File: src/rtl/fcg_pkg.sv
`timescale 1ns/1ps
package fcg_pkg;
  // Default widths of the ratio fields
  localparam int DEF_INT_W   = 8;
  localparam int DEF_FRAC_W  = 10;
  // Stages in the reset release synchroniser
  localparam int SYNC_STAGES = 2;
endpackage

File: src/rtl/fcg_phase_acc.sv
`timescale 1ns/1ps
// Remainder accumulator: decides whether the period starting now is stretched.
module fcg_phase_acc #(
  parameter int FRAC_W = fcg_pkg::DEF_FRAC_W
) (
  input  logic              clk,
  input  logic              rst_n,
  input  logic              load,
  input  logic [FRAC_W-1:0] num,
  input  logic [FRAC_W-1:0] den,
  output logic              carry
);
  localparam int SUM_W = FRAC_W + 1;

  logic [FRAC_W-1:0] acc_q, acc_d;
  logic [SUM_W-1:0]  sum;
  logic [SUM_W-1:0]  sum_less;
  logic              frac_ok;

  always_comb begin
    sum      = {1'b0, acc_q} + {1'b0, num};
    sum_less = sum - {1'b0, den};
    frac_ok  = (num < den);
    carry    = frac_ok && (sum >= {1'b0, den});
    acc_d    = acc_q;
    if (load && frac_ok) begin
      if (carry) acc_d = sum_less[FRAC_W-1:0];
      else       acc_d = sum[FRAC_W-1:0];
    end
  end

  always_ff @(posedge clk or negedge rst_n) begin
    if (!rst_n) acc_q <= '0;
    else if (load) acc_q <= acc_d;
  end
endmodule

File: src/rtl/fcg_period_timer.sv
`timescale 1ns/1ps
// Period down-counter: loads N (+1 on carry) at each period start.
module fcg_period_timer #(
  parameter int INT_W = fcg_pkg::DEF_INT_W
) (
  input  logic             clk,
  input  logic             rst_n,
  input  logic [INT_W-1:0] int_part,
  input  logic             carry,
  output logic             load,
  output logic             tick,
  output logic [INT_W:0]   rem_nx,
  output logic [INT_W:0]   len_nx,
  output logic [INT_W:0]   len_cur
);
  localparam int            LEN_W   = INT_W + 1;
  localparam logic [LEN_W-1:0] LEN_ONE = LEN_W'(1);

  logic             run_q;
  logic [LEN_W-1:0] rem_q, len_q, eff_n;

  always_comb begin
    eff_n = (int_part == '0) ? LEN_ONE : {1'b0, int_part};
    load  = !run_q || (rem_q == LEN_ONE);
    tick  = run_q && (rem_q == LEN_ONE);
    if (load) begin
      len_nx = eff_n + LEN_W'(carry);
      rem_nx = len_nx;
    end else begin
      len_nx = len_q;
      rem_nx = rem_q - LEN_ONE;
    end
  end

  always_ff @(posedge clk or negedge rst_n) begin
    if (!rst_n) begin
      run_q <= 1'b0;
      rem_q <= '0;
      len_q <= '0;
    end else begin
      run_q <= 1'b1;
      rem_q <= rem_nx;
      len_q <= len_nx;
    end
  end

  assign len_cur = len_q;

  // inside a period the counter steps down by one each cycle
  a_r2_countdown: assert property (@(posedge clk) disable iff (!rst_n)
    (run_q && rem_q != LEN_ONE) |=> (rem_q == $past(rem_q) - LEN_ONE));
  // the cycle after a tick starts a fresh, full-length period
  a_r4_reload: assert property (@(posedge clk) disable iff (!rst_n)
    tick |=> (rem_q == len_q));
  // the length of a running period is held until its end
  a_r6_len_held: assert property (@(posedge clk) disable iff (!rst_n)
    (run_q && !tick) |=> $stable(len_q));
  // a running period is never empty
  a_r8_len_nonzero: assert property (@(posedge clk) disable iff (!rst_n)
    run_q |-> (len_q != '0 && rem_q <= len_q));
endmodule

File: src/rtl/fcg_half_duty.sv
`timescale 1ns/1ps
// Registered derived clock: high while more than half the period remains.
module fcg_half_duty #(
  parameter int LEN_W = fcg_pkg::DEF_INT_W + 1
) (
  input  logic             clk,
  input  logic             rst_n,
  input  logic [LEN_W-1:0] rem_nx,
  input  logic [LEN_W-1:0] len_nx,
  input  logic [LEN_W-1:0] len_cur,
  input  logic             tick,
  output logic             clk_out
);
  logic clk_d, clk_q;

  always_comb clk_d = (rem_nx > (len_nx >> 1));

  always_ff @(posedge clk or negedge rst_n) begin
    if (!rst_n) clk_q <= 1'b0;
    else        clk_q <= clk_d;
  end

  assign clk_out = clk_q;

  // every period opens with the clock high
  a_r5_high_first: assert property (@(posedge clk) disable iff (!rst_n)
    tick |=> clk_out);
  // the last cycle of a period of two or more cycles is low
  a_r5_low_last: assert property (@(posedge clk) disable iff (!rst_n)
    (tick && len_cur > LEN_W'(1)) |-> !clk_out);
endmodule

File: src/rtl/frac_clk_gen.sv
`timescale 1ns/1ps
module frac_clk_gen #(
  parameter int INT_W  = fcg_pkg::DEF_INT_W,
  parameter int FRAC_W = fcg_pkg::DEF_FRAC_W
) (
  input  logic              clk,
  input  logic              rst_n,
  input  logic [INT_W-1:0]  int_part,
  input  logic [FRAC_W-1:0] frac_num,
  input  logic [FRAC_W-1:0] frac_den,
  output logic              tick,
  output logic              clk_out
);
  localparam int SYNC_N = fcg_pkg::SYNC_STAGES;
  localparam int LEN_W  = INT_W + 1;

  logic [SYNC_N-1:0] rs_q;
  logic              core_rst_n;
  logic              load, carry;
  logic [LEN_W-1:0]  rem_nx, len_nx, len_cur;

  // Asynchronous assertion, synchronous release
  always_ff @(posedge clk or negedge rst_n) begin
    if (!rst_n) rs_q <= '0;
    else        rs_q <= {rs_q[SYNC_N-2:0], 1'b1};
  end
  assign core_rst_n = rs_q[SYNC_N-1];

  fcg_phase_acc #(.FRAC_W(FRAC_W)) u_acc (
    .clk(clk), .rst_n(core_rst_n), .load(load),
    .num(frac_num), .den(frac_den), .carry(carry));

  fcg_period_timer #(.INT_W(INT_W)) u_timer (
    .clk(clk), .rst_n(core_rst_n), .int_part(int_part), .carry(carry),
    .load(load), .tick(tick), .rem_nx(rem_nx), .len_nx(len_nx),
    .len_cur(len_cur));

  fcg_half_duty #(.LEN_W(LEN_W)) u_duty (
    .clk(clk), .rst_n(core_rst_n), .rem_nx(rem_nx), .len_nx(len_nx),
    .len_cur(len_cur), .tick(tick), .clk_out(clk_out));

  // both outputs stay quiet while reset is applied
  always @(posedge clk) begin
    if (!rst_n) begin
      a_r1_quiet_in_reset: assert (!tick && !clk_out);
    end
  end
endmodule

File: config.mk
export PLATFORM = sky130hd
export DESIGN_NAME = frac_clk_gen
export DESIGN_NICKNAME = d
export VERILOG_FILES = /design/src/rtl/fcg_pkg.sv /design/src/rtl/fcg_phase_acc.sv /design/src/rtl/fcg_period_timer.sv /design/src/rtl/fcg_half_duty.sv /design/src/rtl/frac_clk_gen.sv
export SDC_FILE = /design/constraint.sdc
export NUM_CORES = 1
export LEC_CHECK = 0
export BUFFER_PORTS_ARGS = -buffer_cell sky130_fd_sc_hd__buf_2
export CAP_MARGIN = 25
export CORE_MARGIN = 2
export CORE_UTILIZATION = 41
export DETAILED_ROUTE_END_ITERATION = 8
export GPL_TIMING_DRIVEN = 0
export HOLD_SLACK_MARGIN = 0.1
export PLACE_DENSITY = 0.65
export SLEW_MARGIN = 10
export SYNTH_ARGS = -nofsm -noshare
export SYNTH_HDL_FRONTEND = slang
export SYNTH_HIERARCHICAL = 1
export SYNTH_SLANG_ARGS = --single-unit
File: constraint.sdc
create_clock -name clk -period 1.7 [get_ports clk]
set_clock_uncertainty 0.2 [all_clocks]
set_input_delay 0.34 -clock clk [delete_from_list [all_inputs] [get_ports clk]]
set_output_delay 0.34 -clock clk [all_outputs]
set_load 0.01 [all_outputs]
==> metrics.md, run 1 <==
| Metric | Value |
|---|---|
| Source-to-sink clock delay at the later pin of the worst-skew pair | 0.29 ns |
| Area of the die | 7820 sq um |
| Register area | 779 sq um |
| MaxCap Viol Count | 0 |
| Number of nets still failing antenna checks after routing | 0 |
| Cell count of the worst reg-to-reg path | 22 |
| Cell area power density | 2010 nW/um^2 |
| Data arrival time at the worst-slack endpoint | 4.89 ns |
| Placed Area | 3300 sq um |
| Routed via count divided by cell count | 5.29 |
| Final Power | 0.00776 W |
| Post-layout net count | 458 |
| Worst hold slack | 0.0697 ns |
| Post-synthesis area per instance | 8.97 sq um |
| Share of the clock period used by the worst path | 290% |
| Final weighted congestion of routability-driven global placement | 0.853 |
| Leftover overflow at the end of global routing | 0 |
| Fillers | 625 |
| Post-route minimum period | 4.93 ns |
| CTS H-Tree Depth | 2 |
| Part of the power in combinational logic | 73.4% |
| Static leakage | 1.77 nW |
| Count of mapped cells out of synthesis | 326 |
| Relative area change from synthesis to final layout | 32.3% |
| Setup violators final | 29 |
| Number of buffers on the longest clock path | 2 |
| Global routing usage summed across all routing layers | 18.1% |
| Mapped Area | 2920 sq um |
| Worst vdd ir | 0.00104 V |
| Placed insts | 454 |
| CTS tree | done |
| Tightest Hold Check Type | flop to asynchronous set/reset pin |
| Worst-path maximum fanout | 4 |
| Outcome | complete, but fails checks |
| DRT iter0 DRCs | 199 |
| Number of hold-slack violations in the final timing report | 0 |
| Vertical extent of the die | 88.5 microns |
| Switching power of the nets | 0.00336 W |
| Max_slew headroom | 56.4% |
| Final instance count without filler cells | 482 |
| Layout cell share with drive strength beyond 1 | 32.1% |
| Cell Int Power | 0.00440 W |
| Vias in the first global route | 2355 |
| Register clock-pin slew on the reported worst setup and hold paths | 0.08 ns |
| Antenna violations before repair | 0 |
| DP HPWL | 5170 microns |
| Nature of the critical path startpoint | flop |
| Post-route DRC violation count | 0 |
| Required time worst endpoint | 1.66 ns |
| Total area of multi-input combinational cells | 2260 sq um |
| Master cell of the clock root buffer | sky130_fd_sc_hd__clkbuf_8 |
| Setup crit end kind | flop |
| Category of the critical setup timing path | flop to flop |
| Total Wirelength | 6980 microns |
| Buffers added on ports | 31 |
| Die extent in x | 88.5 microns |
| ANT cells | 0 |
| Actual transition at the worst max-transition pin | 0.654 ns |
| Final count of pins violating max slew | 0 |
| Placement row count | 30 |
| Wire length of the first global-routing pass | 11000 microns |
| Violations in the final reports | setup timing |
| Yosys Warn Count | 6 |
| TritonCTS buffer count | 5 |
| Top-level port count | 32 |
| Initial core utilization | 42.8% |
| F_max | 203 MHz |
| Post-synth net total | 399 |
| Fraction of power consumed by the clock network | 11.4% |
| Maximum number of pins on one net before global-route repair | 16 |
| Drt wl/cell | 14.5 microns |
| Setup repair after global routing missed its margin | yes |
| DR pass1 iterations | 4 |
| Number of sinks driven by the clock tree | 31 |
| Sequential fraction of design power | 15.2% |
| Core area | 6830 sq um |
| Worst setup slack after layout | -3.23 ns |
| Total number of vias | 2552 |
| Switching share of total power | 43.3% |
| Cell area after layout | 3870 sq um |
==> worst max-delay path, cell delays in order (launching register included) <==
cell and delay (ns):
sky130_fd_sc_hd__dfrtp_1 0.41, sky130_fd_sc_hd__ha_4 0.17, sky130_fd_sc_hd__inv_2 0.05, sky130_fd_sc_hd__fa_2 0.20, sky130_fd_sc_hd__nor2b_2 0.05, sky130_fd_sc_hd__o31a_1 0.28, sky130_fd_sc_hd__or4b_1 0.50, sky130_fd_sc_hd__nand3_2 0.12
sky130_fd_sc_hd__ha_4 0.21, sky130_fd_sc_hd__a211o_1 0.27, sky130_fd_sc_hd__o211ai_2 0.18, sky130_fd_sc_hd__o2111ai_4 0.14, sky130_fd_sc_hd__buf_6 0.17, sky130_fd_sc_hd__and2_4 0.14, sky130_fd_sc_hd__ha_4 0.17, sky130_fd_sc_hd__ha_4 0.17
sky130_fd_sc_hd__xnor2_1 0.14, sky130_fd_sc_hd__nand2_1 0.12, sky130_fd_sc_hd__o21a_1 0.17, sky130_fd_sc_hd__ha_4 0.23, sky130_fd_sc_hd__a211o_1 0.29, sky130_fd_sc_hd__a221oi_4 0.31, sky130_fd_sc_hd__a211oi_2 0.10
==> flip-flops by register name, indices dropped and copies added, names as in the netlist <==
name             cells
u_acc/acc_q         10
u_duty/clk_out       1
u_timer/rem_q        9
rs_q                 2
u_timer/run_q        1
u_timer/len_cur      8
==> path summary, 6_finish.rpt <==
path,end,slack [ns],start
setup reg to reg,u_duty/clk_out,-3.23,u_acc/acc_q[0]
hold reg to reg,u_timer/rem_q[8],0.07,rs_q[1]
setup / recovery,u_duty/clk_out,-3.23,u_acc/acc_q[0]
max in group asynchronous,u_timer/rem_q[5],0.67,rs_q[1]
min in group clk,rs_q[1],0.15,rs_q[0]
hold / removal,u_timer/rem_q[8],0.07,rs_q[1]
==> metrics by stage <==
stage / utilization, % / worst slack (ns) / setup TNS [ns]
after floorplan: - / -2.96 / -51.92
after global placement: 48.1 / -3.57 / -64.46
after detailed placement: 48.4 / -3.60 / -64.37
after CTS: 54.3 / -3.31 / -63.00
after global routing: 56.6 / -3.42 / -64.91
final: 56.6 / -3.23 / -61.15
==> routing by layer <==
metal  wire (microns)  GRT usage, %  part of all wire, %  vias to the layer above
li1                 -             -                    -                     1295
met1             3490          27.6                   50                     1203
met2             3170          27.2                   45                       50
met3              277          2.89                  4.0                        4
met4               44          3.31                 0.63                        0
met5                0             0                    0                        -
==> cell type report <==
cell class	count	share of cell area (%)
Multi-Input combinational cell	251	58.5
Sequential cell	31	20.1
Timing Repair Buffer	54	9.93
Inverter	35	3.39
Tap cell	96	3.10
Clock buffer	5	1.78
Clock inverter	3	1.75
Buffer	7	1.39
==> power groups by stage <==
stage	clock, W	sequential (W)	combinational [W]
2_1_floorplan	0	0.00114	0.00364
5_1_grt	0.000948	0.00121	0.00621
6_report	0.000883	0.00118	0.00570
3_5_place_dp	0	0.00117	0.00448
3_3_place_gp	0	0.00117	0.00440
4_1_cts	0.000893	0.00117	0.00521
==> cell usage in the layout, fill, tap and decap left out, types with 7 or more instances in the layout <==
| cell | n |
|---|---|
| sky130_fd_sc_hd__xnor2_1 | 10 |
| sky130_fd_sc_hd__mux2i_1 | 11 |
| sky130_fd_sc_hd__o21ai_0 | 7 |
| sky130_fd_sc_hd__xor2_1 | 8 |
| sky130_fd_sc_hd__ha_1 | 34 |
| sky130_fd_sc_hd__a21oi_1 | 22 |
| sky130_fd_sc_hd__dfrtp_1 | 28 |
| sky130_fd_sc_hd__buf_2 | 32 |
| sky130_fd_sc_hd__o21a_1 | 10 |
| sky130_fd_sc_hd__nor2_1 | 18 |
| sky130_fd_sc_hd__inv_1 | 33 |
| sky130_fd_sc_hd__buf_4 | 15 |
| sky130_fd_sc_hd__buf_6 | 8 |
| sky130_fd_sc_hd__nand2_1 | 14 |
==> what timing repair did <==
item                                   in CTS  in global routing
resized for setup                          27                 23
endpoints found under the hold margin       2                  0
buffers inserted                           14                  6
setup endpoints to repair                  29                 29
cloned                                      1                  0
hold buffers                                1                  0
pin swaps                                  14                 17
(Power assumes the default switching activity.)
==> run 2: changes to the inputs <==
--- a/config.mk
+++ b/config.mk
@@ -12,7 +12,7 @@
 export DETAILED_ROUTE_END_ITERATION = 8
 export GPL_TIMING_DRIVEN = 0
 export HOLD_SLACK_MARGIN = 0.1
-export PLACE_DENSITY = 0.65
+export PLACE_DENSITY_LB_ADDON = 0.12
 export SLEW_MARGIN = 10
 export SYNTH_ARGS = -nofsm -noshare
 export SYNTH_HDL_FRONTEND = slang
==> run 2 against run 1 <==
Effect of this change: the run still ends with setup timing left; clock power fell by 13%; first-iteration DRC count fell by 41%; routed wire length fell by 0.40%; critical endpoint unchanged.
==> metrics.md, run 2 (synthesis results as in run 1) <==
| Metric | Value |
|---|---|
| Relative area change from synthesis to final layout | 28.3% (was 32.3%) |
| Most common cell after layout, fill and taps aside | sky130_fd_sc_hd__ha_1 (unchanged) |
| Number of buffers on the longest clock path | 2 (unchanged) |
| Most frequent cell on the critical path | sky130_fd_sc_hd__ha_4 (unchanged) |
| Antenna violations before repair | 0 (unchanged) |
| DRT iter0 DRCs | 118 (was 199) |
| Buffers added on ports | 31 (unchanged) |
| Actual transition at the worst max-transition pin | 0.718 ns (was 0.654 ns) |
| Slowest stage delay, CP | 0.51 ns (was 0.50 ns) |
| Post-route DRC violation count | 0 (unchanged) |
| Most frequent cells in the layout | sky130_fd_sc_hd__ha_1 (35), sky130_fd_sc_hd__inv_1 (34), sky130_fd_sc_hd__buf_2 (32) (was sky130_fd_sc_hd__ha_1 (34), sky130_fd_sc_hd__inv_1 (33), sky130_fd_sc_hd__buf_2 (32)) |
| Outcome | complete, but fails checks (unchanged) |
| CTS tree | done (unchanged) |
| Data arrival time at the worst-slack endpoint | 4.90 ns (was 4.89 ns) |
| Cell area power density | 1910 nW/um^2 (was 2010 nW/um^2) |
| Max_slew headroom | 52.1% (was 56.4%) |
| Register clock-pin slew on the reported worst setup and hold paths | 0.07 ns (was 0.08 ns) |
| Category of the critical setup timing path | flop to flop (unchanged) |
| CTS H-Tree Depth | 2 (unchanged) |
| ANT cells | 0 (unchanged) |
| Top-level port count | 32 (unchanged) |
| Static leakage | 1.75 nW (was 1.77 nW) |
| Worst vdd ir | 0.000989 V (was 0.00104 V) |
| Required time worst endpoint | 1.65 ns (was 1.66 ns) |
| Total Wirelength | 6950 microns (was 6980 microns) |
| Post-route minimum period | 4.94 ns (was 4.93 ns) |
| Total number of vias | 2456 (was 2552) |
| Number of hold-slack violations in the final timing report | 0 (unchanged) |
| Source-to-sink clock delay at the later pin of the worst-skew pair | 0.28 ns (was 0.29 ns) |
| Worst-path cell chain | ha_4, inv_2, fa_2, nor2b_2, o31a_1, or4b_4, nand3_4, ha_4, a211o_1, o211ai_2, o2111ai_4, buf_6, and2_4, ha_4, ha_4, nand2_4, xor2_4, mux2i_2, ha_1, a21o_1, a2111oi_4, a211oi_2 (was ha_4, inv_2, fa_2, nor2b_2, o31a_1, or4b_1, nand3_2, ha_4, a211o_1, o211ai_2, o2111ai_4, buf_6, and2_4, ha_4, ha_4, xnor2_1, nand2_1, o21a_1, ha_4, a211o_1, a221oi_4, a211oi_2) |
| Global routing usage summed across all routing layers | 18.6% (was 18.1%) |
| Worst-path maximum fanout | 4 (unchanged) |
| F_max | 202 MHz (was 203 MHz) |
| Area of the die | 7820 sq um (unchanged) |
| Fillers | 668 (was 625) |
| Top delay family on crit path | compound AO/OA/AOI/OAI gates (unchanged) |
| Core area | 6830 sq um (unchanged) |
| DR pass1 iterations | 4 (unchanged) |
| Final count of pins violating max slew | 0 (unchanged) |
| Worst setup slack after layout | -3.24 ns (was -3.23 ns) |
| Layout cell share with drive strength beyond 1 | 28.7% (was 32.1%) |
| Maximum number of pins on one net before global-route repair | 16 (unchanged) |
| Total routed wire length on the met1 layer | 3700 microns (was 3490 microns) |
| Die extent in x | 88.5 microns (unchanged) |
| Final Power | 0.00715 W (was 0.00776 W) |
| Vertical extent of the die | 88.5 microns (unchanged) |
| Violations in the final reports | setup timing (unchanged) |
| Highest routed layer | met4 (unchanged) |
| Placed Area | 3320 sq um (was 3300 sq um) |
| Vias in the first global route | 2353 (was 2355) |
| Initial core utilization | 42.8% (unchanged) |
| Setup repair after global routing missed its margin | yes (unchanged) |
| Sum of buffers and inverters on the critical path | 2 (unchanged) |
| Master cell of the clock root buffer | sky130_fd_sc_hd__clkbuf_8 (unchanged) |
| DP HPWL | 5490 microns (was 5170 microns) |
| Cell at the slowest stage of the critical path | sky130_fd_sc_hd__or4b_4 (was sky130_fd_sc_hd__or4b_1) |
| Pre-CTS setup slack | -3.75 ns (was -3.60 ns) |
| Cell area after layout | 3750 sq um (was 3870 sq um) |
| Leftover overflow at the end of global routing | 0 (unchanged) |
| Number of sinks driven by the clock tree | 31 (unchanged) |
| Startpoint of the most critical setup path | u_acc/acc_q[0] (unchanged) |
| Placement row count | 30 (unchanged) |
| Setup violators final | 29 (unchanged) |
| Reg-to-reg critical path startpoint | u_acc/acc_q[0] (unchanged) |
| Setup crit end kind | flop (unchanged) |
| Final instance count without filler cells | 476 (was 482) |
| Final weighted congestion of routability-driven global placement | 0.829 (was 0.853) |
| Routed via count divided by cell count | 5.16 (was 5.29) |
| Register with the most flip-flops | u_acc/acc_q (unchanged) |
| Share of the clock period used by the worst path | 291% (was 290%) |
| Nature of the critical path startpoint | flop (unchanged) |
| Number of nets still failing antenna checks after routing | 0 (unchanged) |
| Placed insts | 454 (unchanged) |
| TritonCTS buffer count | 5 (unchanged) |
| Largest register FFs | 10 (unchanged) |
| MaxCap Viol Count | 0 (unchanged) |
| Wire length of the first global-routing pass | 11200 microns (was 11000 microns) |
| Met3 Routed Length | 181 microns (was 277 microns) |
| Post-layout net count | 452 (was 458) |
| Tightest Hold Check Type | flop to asynchronous set/reset pin (unchanged) |
| Met2 WL | 3010 microns (was 3170 microns) |
| Drt wl/cell | 14.6 microns (was 14.5 microns) |
[run 2: cell types whose count changed in the layout (fill, tap and decap cells not counted), sizes merged]
cell	delta
buf	-6
bufinv	-1
clkbuf	+1
clkinv	+1
clkinvlp	-1
[run 2: stage by stage]
| stage | utilization (%) | hold slack, ns | setup TNS, ns |
|---|---|---|---|
| 4_1_cts | 52.6 | 0.136 | -59.95 |
| 5_1_grt | 54.9 | 0.158 | -63.66 |
| 2_1_floorplan | - | -0.156 | -51.92 |
| 3_3_place_gp | 48.1 | -0.0752 | -65.96 |
| 3_5_place_dp | 48.5 | -0.0738 | -66.37 |
| 6_report | 54.9 | 0.102 | -59.53 |
[run 2: where the power goes]
part	switching, W	leakage [nW]	internal, W
clock network	0.000289	0.0612	0.000474
registers	0.000213	0.358	0.000980
logic	0.00267	1.33	0.00253
total	0.00317	1.75	0.00399
[run 2: area by class of cell]
cell class	count	area, sq um	share of cell area [%]
Buffer	7	53.8	1.43
Clock buffer	6	82.6	2.20
Clock inverter	2	35.0	0.934
Inverter	35	131	3.50
Multi-Input combinational cell	251	2250	59.9
Sequential cell	31	777	20.7
Tap cell	96	120	3.20
Timing Repair Buffer	48	305	8.14
[run 2: routing by layer]
metal,vias to the layer above,GRT usage [%]
met5,-,0
li1,1275,-
met1,1142,28.0
met2,32,28.0
met3,7,3.45
met4,0,3.58
[run 2: timing repair]
item | in CTS | in global routing
resized for setup | 16 | 20
endpoints found under the setup margin | 29 | 29
hold buffers | 1 | 0
hold endpoints to repair | 2 | 0
pin swaps | 5 | 13
buffers inserted | 7 | 8
[run 2: path summary, 6_finish.rpt]
path	end	slack, ns	cells past startpoint
setup / recovery	u_duty/clk_out	-3.24	22
hold / removal	u_timer/rem_q[4]	0.10	0
setup reg to reg	u_duty/clk_out	-3.24	22
hold reg to reg	u_timer/rem_q[4]	0.10	0
max in group asynchronous	u_timer/len_cur[7]	0.67	1
min in group clk	rs_q[1]	0.16	0
==> run 3: changes to the inputs <==
==> constraint.sdc (replaced) <==
create_clock -name clk -period 4.55 [get_ports clk]
set_clock_uncertainty 0.2 [all_clocks]
set_input_delay 0.91 -clock clk [delete_from_list [all_inputs] [get_ports clk]]
set_output_delay 0.91 -clock clk [all_outputs]
set_load 0.01 [all_outputs]
==> run 3 against run 2 <==
Effect of this change: the run still ends with setup timing left; worst setup slack gained 2.5 ns; routed wire length shrank 3.2%; register-to-register slack gained 2.8 ns; cell area shrank 3.8%; sequential share of layout area grew 0.79 points; critical endpoint unchanged; worst hold slack gained 0.056 ns.
==> metrics.md, run 3 (synthesis results as in run 1) <==
| Metric | Value |
|---|---|
| Placement row count | 30 (unchanged) |
| Data arrival time at the worst-slack endpoint | 5.20 ns (was 4.90 ns) |
| Setup violators final | 1 (was 29) |
| Core area | 6830 sq um (unchanged) |
| Tightest Hold Check Type | flop to flop (was flop to asynchronous set/reset pin) |
| Relative area change from synthesis to final layout | 23.4% (was 28.3%) |
| Required time worst endpoint | 4.50 ns (was 1.65 ns) |
| Maximum number of pins on one net before global-route repair | 20 (was 16) |
| Final weighted congestion of routability-driven global placement | 0.841 (was 0.829) |
| R2r endpoint | u_duty/clk_out (unchanged) |
| Reg-to-reg critical path startpoint | u_acc/acc_q[0] (unchanged) |
| Outcome | complete, but fails checks (unchanged) |
| DP HPWL | 5390 microns (was 5490 microns) |
| Die extent in x | 88.5 microns (unchanged) |
| Source-to-sink clock delay at the later pin of the worst-skew pair | 0.28 ns (about the same) |
| Master cell of the clock root buffer | sky130_fd_sc_hd__clkbuf_8 (unchanged) |
| Share of the clock period used by the worst path | 115% |
| TritonCTS buffer count | 5 (unchanged) |
| Post-route minimum period | 5.25 ns |
| Drt wl/cell | 14.3 microns (was 14.6 microns) |
| Cell area power density | 684 nW/um^2 (was 1910 nW/um^2) |
| Antenna violations before repair | 0 (unchanged) |
| F_max | 190 MHz |
| ANT cells | 0 (unchanged) |
| End point of the critical path | u_duty/clk_out (unchanged) |
| Register area | 776 sq um (was 777 sq um) |
| Final count of pins violating max slew | 0 (unchanged) |
| Fillers | 656 (was 668) |
| Worst vdd ir | 0.000357 V (was 0.000989 V) |
| Worst setup slack after layout | -0.702 ns (was -3.24 ns) |
| Layout cell share with drive strength beyond 1 | 24.9% (was 28.7%) |
| Most common cell after layout, fill and taps aside | sky130_fd_sc_hd__ha_1 (unchanged) |
| Setup crit end kind | flop (unchanged) |
| MaxCap Viol Count | 0 (unchanged) |
| Most frequent cells in the layout | sky130_fd_sc_hd__ha_1 (35), sky130_fd_sc_hd__inv_1 (34), sky130_fd_sc_hd__buf_2 (31), sky130_fd_sc_hd__dfrtp_1 (31), sky130_fd_sc_hd__a21oi_1 (22) (was sky130_fd_sc_hd__ha_1 (35), sky130_fd_sc_hd__inv_1 (34), sky130_fd_sc_hd__buf_2 (32)) |
| Leftover overflow at the end of global routing | 0 (unchanged) |
| Startpoint of the most critical setup path | frac_num[0] (was u_acc/acc_q[0]) |
| Vias in the first global route | 2447 (was 2353) |
| Nature of the critical path startpoint | primary input (was flop) |
| Initial core utilization | 42.8% (unchanged) |
| Category of the critical setup timing path | primary input to flop (was flop to flop) |
| Wire length of the first global-routing pass | 11300 microns (was 11200 microns) |
| Total area of multi-input combinational cells | 2180 sq um (was 2250 sq um) |
| Area of the die | 7820 sq um (unchanged) |
| Number of nets still failing antenna checks after routing | 0 (unchanged) |
| DR pass1 iterations | 4 (unchanged) |
| Cell count of the worst reg-to-reg path | 21 (was 22) |
| DRT iter0 DRCs | 115 (was 118) |
| Register clock-pin slew on the reported worst setup and hold paths | 0.06 ns (was 0.07 ns) |
| CTS tree | done (unchanged) |
| Post-layout net count | 446 (was 452) |
| Pre-CTS setup slack | -1.44 ns (was -3.75 ns) |
| CTS H-Tree Depth | 2 (unchanged) |
| Worst hold slack | 0.158 ns (was 0.102 ns) |
| Setup repair after global routing missed its margin | yes (unchanged) |
| Worst-path maximum fanout | 4 (unchanged) |
| Register with the most flip-flops | u_acc/acc_q (unchanged) |
| Global routing usage summed across all routing layers | 18.7% (was 18.6%) |
| Vertical extent of the die | 88.5 microns (unchanged) |
| Buffers added on ports | 31 (unchanged) |
| Total number of vias | 2459 (was 2456) |
| Static leakage | 1.69 nW (was 1.75 nW) |
| Total Wirelength | 6730 microns (was 6950 microns) |
| Post-route DRC violation count | 0 (unchanged) |
| Number of buffers on the longest clock path | 2 (unchanged) |
| Largest register FFs | 10 (unchanged) |
| Violations in the final reports | setup timing (unchanged) |
| Top-level port count | 32 (unchanged) |
| Minimum setup slack among reg-to-reg paths | -0.40 ns (was -3.24 ns) |
| Number of hold-slack violations in the final timing report | 0 (unchanged) |
| Routed via count divided by cell count | 5.23 (was 5.16) |
| Number of sinks driven by the clock tree | 31 (unchanged) |
==> run 3: cell type report <==
class / instances / share of cell area, %
clock buffers: 7 / 2.12
flip-flops and latches: 31 / 21.5
clock inverters: 1 / 0.139
well taps: 96 / 3.33
repair buffers: 43 / 7.66
multi-input cells: 251 / 60.4
inverters: 35 / 3.64
plain buffers: 6 / 1.18
==> run 3: how the worst min path moves through the flow <==
stage                               endpoint  cells past startpoint  startpoint
after floorplan                      rs_q[1]                      0     rs_q[0]
after global placement               rs_q[1]                      0     rs_q[0]
after detailed placement  u_timer/len_cur[2]                      0     rs_q[1]
after CTS                            rs_q[1]                      0     rs_q[0]
after global routing                 rs_q[1]                      0     rs_q[0]
final                                rs_q[1]                      0     rs_q[0]
==> run 3: per-layer routing <==
metal,part of all wire (%),GRT usage (%)
met4,1.1,4.27
met1,51,25.9
met3,3.5,4.38
met5,0,0
met2,45,29.8
==> run 3: timing repair <==
| action | in CTS | in global routing |
|---|---|---|
| pin swaps | 22 | 6 |
| endpoints found under the hold margin | 10 | 0 |
| cloned | 0 | 0 |
| buffers inserted | 8 | 1 |
| hold buffers | 2 | 0 |
| gates resized for setup | 15 | 13 |
| endpoints found under the setup margin | 12 | 13 |
==> run 3: worst max-delay path, cell delays in order <==
cell and delay [ns]:
sky130_fd_sc_hd__buf_6 0.10, sky130_fd_sc_hd__ha_4 0.15, sky130_fd_sc_hd__inv_2 0.05, sky130_fd_sc_hd__fa_2 0.20
sky130_fd_sc_hd__nor2b_2 0.05, sky130_fd_sc_hd__o31a_1 0.33, sky130_fd_sc_hd__or4b_4 0.50, sky130_fd_sc_hd__nand3_2 0.11
sky130_fd_sc_hd__ha_4 0.21, sky130_fd_sc_hd__a211o_1 0.29, sky130_fd_sc_hd__o211ai_2 0.22, sky130_fd_sc_hd__o2111ai_4 0.15
sky130_fd_sc_hd__and2_4 0.20, sky130_fd_sc_hd__ha_4 0.17, sky130_fd_sc_hd__ha_4 0.19, sky130_fd_sc_hd__nand2_4 0.08
sky130_fd_sc_hd__xor2_4 0.17, sky130_fd_sc_hd__mux2i_2 0.10, sky130_fd_sc_hd__ha_1 0.29, sky130_fd_sc_hd__a21o_1 0.23
sky130_fd_sc_hd__a2111oi_4 0.41, sky130_fd_sc_hd__a211oi_2 0.09
==> run 3: report_power, final <==
group	switching (W)	internal, W	leakage, nW
combinational	0.000953	0.000868	1.29
sequential	0.0000766	0.000366	0.358
clock	0.0000969	0.000107	0.0422
==> run 3: metrics by stage <==
| step | std cells | instance area, sq um | utilization (%) | setup TNS, ns | power [W] |
|---|---|---|---|---|---|
| floorplan | 326 | 3020 | - | -0.804 | 0.00178 |
| global placement | 453 | 3290 | 48.2 | -6.45 | 0.00208 |
| detailed placement | 454 | 3320 | 48.6 | -6.50 | 0.00211 |
| CTS | 471 | 3570 | 52.2 | -0.751 | 0.00246 |
| global route | 470 | 3610 | 52.8 | -0.877 | 0.00273 |
| finish | 470 | 3610 | 52.8 | -0.702 | 0.00247 |
